==> config.mk <==
export PLATFORM = sky130hd
export DESIGN_NAME = rx_frame_buffer
export DESIGN_NICKNAME = d
export VERILOG_FILES = /design/src/rtl/rx_frame_buffer.sv
export SDC_FILE = /design/constraint.sdc
export NUM_CORES = 1
export LEC_CHECK = 0
export BUFFER_PORTS_ARGS = -buffer_cell sky130_fd_sc_hd__buf_2
export CAP_MARGIN = 20
export CORE_UTILIZATION = 40
export CTS_CLUSTER_SIZE = 12
export DETAILED_ROUTE_END_ITERATION = 10
export GPL_TIMING_DRIVEN = 0
export MAX_ROUTING_LAYER = met4
export SYNTH_ARGS = -nofsm -noshare
export SYNTH_HDL_FRONTEND = slang
export SYNTH_SLANG_ARGS = --single-unit
==> constraint.sdc <==
create_clock -name clk -period 5.3 [get_ports clk]
set_input_delay 0.795 -clock clk [delete_from_list [all_inputs] [get_ports clk]]
set_output_delay 0.795 -clock clk [all_outputs]
set_load 0.1 [all_outputs]
==> src/rtl/rx_frame_buffer.sv <==
module rx_frame_buffer #(
  parameter int DW = 9
) (
  input  logic          clk,
  input  logic          rst_n,
  input  logic          rx_en,
  input  logic          frame_valid,
  input  logic [DW-1:0] frame_data,
  input  logic          frame_ferr,
  input  logic          frame_perr,
  input  logic          start_det,
  input  logic          rd_pop,
  output logic          rx_ready,
  output logic [DW-1:0] rx_data,
  output logic          rx_ferr,
  output logic          rx_perr,
  output logic          rx_ovr
);
  localparam int EW = DW + 3;

  logic [EW-1:0] slot [2];
  logic          rd_ptr, wr_ptr;
  logic [1:0]    cnt;
  logic [EW-1:0] held;
  logic          held_v, ovr_pend;

  wire           full      = (cnt == 2'd2);
  wire           do_pop    = rd_pop && (cnt != 2'd0);
  wire           wr        = !full && (held_v || frame_valid);
  wire [EW-1:0]  in_ent    = {ovr_pend, frame_perr, frame_ferr, frame_data};
  wire [EW-1:0]  wr_ent    = held_v ? held : in_ent;
  wire           take_hold = frame_valid && (full || held_v);
  wire           ovr_hit   = start_det && held_v && full && !rd_pop;
  wire [EW-1:0]  head      = slot[rd_ptr];

  always_ff @(posedge clk or negedge rst_n) begin
    if (!rst_n) begin
      rd_ptr   <= 1'b0;
      wr_ptr   <= 1'b0;
      cnt      <= 2'd0;
      held     <= '0;
      held_v   <= 1'b0;
      ovr_pend <= 1'b0;
      slot[0]  <= '0;
      slot[1]  <= '0;
    end else if (!rx_en) begin
      rd_ptr   <= 1'b0;
      wr_ptr   <= 1'b0;
      cnt      <= 2'd0;
      held_v   <= 1'b0;
      ovr_pend <= 1'b0;
    end else begin
      if (wr) begin
        slot[wr_ptr] <= wr_ent;
        wr_ptr       <= ~wr_ptr;
      end
      if (do_pop) rd_ptr <= ~rd_ptr;
      cnt <= cnt + 2'(wr) - 2'(do_pop);

      if (take_hold) begin
        held   <= in_ent;
        held_v <= 1'b1;
      end else if (ovr_hit || (wr && held_v)) begin
        held_v <= 1'b0;
      end

      if (ovr_hit) ovr_pend <= 1'b1;
      else if (take_hold || (wr && !held_v)) ovr_pend <= 1'b0;
    end
  end

  assign rx_ready = (cnt != 2'd0);
  assign rx_data  = rx_ready ? head[DW-1:0] : '0;
  assign rx_ferr  = rx_ready & head[DW];
  assign rx_perr  = rx_ready & head[DW+1];
  assign rx_ovr   = rx_ready & head[DW+2];

  p_cnt_bound_r2: assert property (@(posedge clk) disable iff (!rst_n)
    cnt != 2'd3);

  p_first_ready_r2: assert property (@(posedge clk) disable iff (!rst_n)
    rx_en && frame_valid && !held_v && cnt == 2'd0 |=> rx_ready);

  p_hold_drain_r4: assert property (@(posedge clk) disable iff (!rst_n)
    rx_en && held_v && !full |=> rx_ready && (!held_v || $past(frame_valid)));

  p_overrun_r5: assert property (@(posedge clk) disable iff (!rst_n)
    rx_en && ovr_hit && !frame_valid |=> ovr_pend && !held_v && full);

  p_no_false_ovr_r6: assert property (@(posedge clk) disable iff (!rst_n)
    rx_en && !ovr_pend && !held_v |=> !ovr_pend);

  p_pop_empty_r7: assert property (@(posedge clk) disable iff (!rst_n)
    rx_en && !rx_ready && !frame_valid && !held_v |=> !rx_ready);

  p_flush_r8: assert property (@(posedge clk) disable iff (!rst_n)
    !rx_en |=> !rx_ready && !held_v && !ovr_pend);

  p_quiet_outputs_r9: assert property (@(posedge clk) disable iff (!rst_n)
    !rx_ready |-> rx_data == '0 && !rx_ferr && !rx_perr && !rx_ovr);
endmodule

==> impl_metrics.tcl <==
set metrics [dict create \
    syn_to_final_growth_pct 15.3 \
    antenna_found_initial 0 \
    finalSetupTns_ns 0 \
    hpwl_um 2740 \
    ys_types 28 \
    top_usage_layer "met2" \
    clk_pin_slew_worst_paths_ns 0.07 \
    synth_area_um2 2090 \
    root_buffer "clkbuf_8" \
    clock_sinks 42 \
    grt_pass1_vias 1314 \
    wl_per_cell_um 15.7 \
    cts_buffer_depth 2 \
    rows 25 \
    yosysWarningCount 0 \
    tritoncts "done" \
    use_met2 0.270 \
    fin_skew_ns 0.00616 \
    syn-num-nets 174 \
    ios 30 \
    synth.top_cell.area_share 0.502 \
    crit_type "flip-flop to primary output" \
    synth_seq_area_share 0.502 \
    relSlewSlack 0.384 \
    htreeDepth 2 \
    cts_buffers 5 \
    final_common_cell "dfrtp_1" \
    ff2ff_setup_slack_ns 3.31 \
    wl_um 4060 \
    synth-seq-cells 42 \
    finalHoldViolations 0 \
    die_height_um 74.3 \
    synth_area_leaders "dfrtp_1 (50%), mux2_2 (20%), mux2_4 (7.2%)" \
    min_path_cells 1 \
    dieArea_um2 5520 \
    grt_pass1_wl_um 6670 \
    worst_setup_path_start_kind "flip-flop" \
    drt_iter0_markers 53 \
    grt_use_met1 0.224 \
    drc 0 \
    rr_startpoint "cnt[1]" \
    grt_max_degree 43 \
    crit_arrival_ns 2.02 \
    min_to "held[1]" \
    r2r_end "cnt[1]" \
    cts_resized 0 \
    core_um2 4880 \
    fin_util 0.494 \
    slew_violations 0 \
    crit_fanout 10 \
    fin_crit_sh 0.531 \
    start_util 0.429 \
    avgSynthCellArea_um2 13.5 \
    fillers 456 \
    grt_use_total 0.173 \
    placed_cell_area_um2 2320 \
    status "finished clean" \
    fin_ws_ns 2.49 \
    fin_crit_ns 2.81 \
    worst_ep_required_time_ns 4.51 \
    clock.fmax_mhz 356 \
    yosysTopAreaCell "dfrtp_1" \
    clk_latency_ns 0.29 \
    viasPerCell 4.96 \
    gr-usage-met3 0.0407 \
    final_cell_mix "dfrtp_1 (42), mux2_2 (38), buf_2 (32), nor2_1 (15), mux2i_1 (12)" \
    overflow 0 \
    setup_viol 0 \
    hp-class "flip-flop to flip-flop" \
    die_x_um 74.3 \
    ctsHoldBuffers 0 \
    port_buffers 29 \
    tightest_slew_ns 0.923 \
    drive_above_1_share 0.510 \
    place_ws_ns 2.80 \
    endpoint_kind "primary output" \
    first_pass_iters 4 \
    gp_congestion 0.726 \
    rsz0062_at_grt "no" \
    postCtsSetupRepairBufs 0 \
    fin_nets 210 \
    cap_viol_max_count 0 \
    n_antenna_cell 0 \
    design_area_um2 2410 \
    detail-route-antenna-nets 0 \
    min_from "held[1]" \
    postSynthCellCount 155 \
    via_count 1284 \
    r2r_cells 9 \
]
## kinds of logic (layout without fill, tap and decap cells)
family / count (synthesis) / in the layout / synth area share
AO/OA/AOI/OAI: 7 / 7 / 0.0203
adder cells (fa/ha/maj): 2 / 2 / 0.0120
multiplexers: 60 / 60 / 0.334
flip-flops: 42 / 42 / 0.502
AND/OR/NAND/NOR: 29 / 29 / 0.0855
XOR/XNOR: 2 / 2 / 0.00837
buffers and inverters: 13 / 50 / 0.0377
## synth_stat cells, drive strengths merged
library cell,instances
and2,2
nor2,16
mux2i,12
nor3,2
nand3,1
nor4,1
xor2,2
inv,4
nand2b,2
nor2b,1
nand4b,1
or3,1
mux2,48
o21ai,3
clkbuf,2
dfrtp,42
nand2,1
a21oi,3
ha,2
or2,1
o211ai,1
buf,7
## worst max path at each step
| stage | startpoint | to | slack, ns | cells after the start |
|---|---|---|---|---|
| floorplan | rd_ptr | rx_data[1] | 2.36 | 4 |
| global placement | cnt[0] | rx_ovr | 2.85 | 4 |
| detailed placement | cnt[0] | rx_ovr | 2.80 | 4 |
| CTS | cnt[0] | rx_ovr | 2.47 | 4 |
| global route | cnt[1] | rx_ovr | 2.31 | 4 |
| finish | cnt[0] | rx_ovr | 2.49 | 4 |
## registers in the layout (all words and copies together), names as in the netlist
register / count
wr_ptr: 1
ovr_pend: 1
rd_ptr: 1
held_v: 1
cnt: 2
slot: 24
held: 12
## critical path, stage by stage, from the launching register on
cell and delay, ns:
dfrtp_1 0.44, nor2_1 0.34, clkbuf_1 0.50, nor2_1 0.12, buf_2 0.32
## metrics by stage
stage,cells,hold slack (ns)
final,259,0.505
after global routing,259,0.524
after CTS,259,0.509
after detailed placement,251,0.491
after global placement,251,0.482
after floorplan,155,0.474
## layout make-up
class	count	area [um2]	area share
Sequential cell	42	1050	0.436
Timing Repair Buffer	29	145	0.0602
Inverter	4	15.0	0.00622
Multi-Input combinational cell	100	962	0.399
Clock buffer	7	86.3	0.0358
Clock inverter	1	5.00	0.00207
Buffer	9	63.8	0.0265
Tap cell	67	83.8	0.0348
## routing by layer
| layer | share of wire | vias to the layer above |
|---|---|---|
| met2 | 0.49 | 26 |
| met5 | 0 | - |
| met1 | 0.47 | 638 |
| met3 | 0.033 | 7 |
| met4 | 0.011 | 0 |
| li1 | - | 613 |
Power is left out: the tool's default activity adds up to more than one toggle a clock period on the data nets, which glitch-free logic cannot reach.
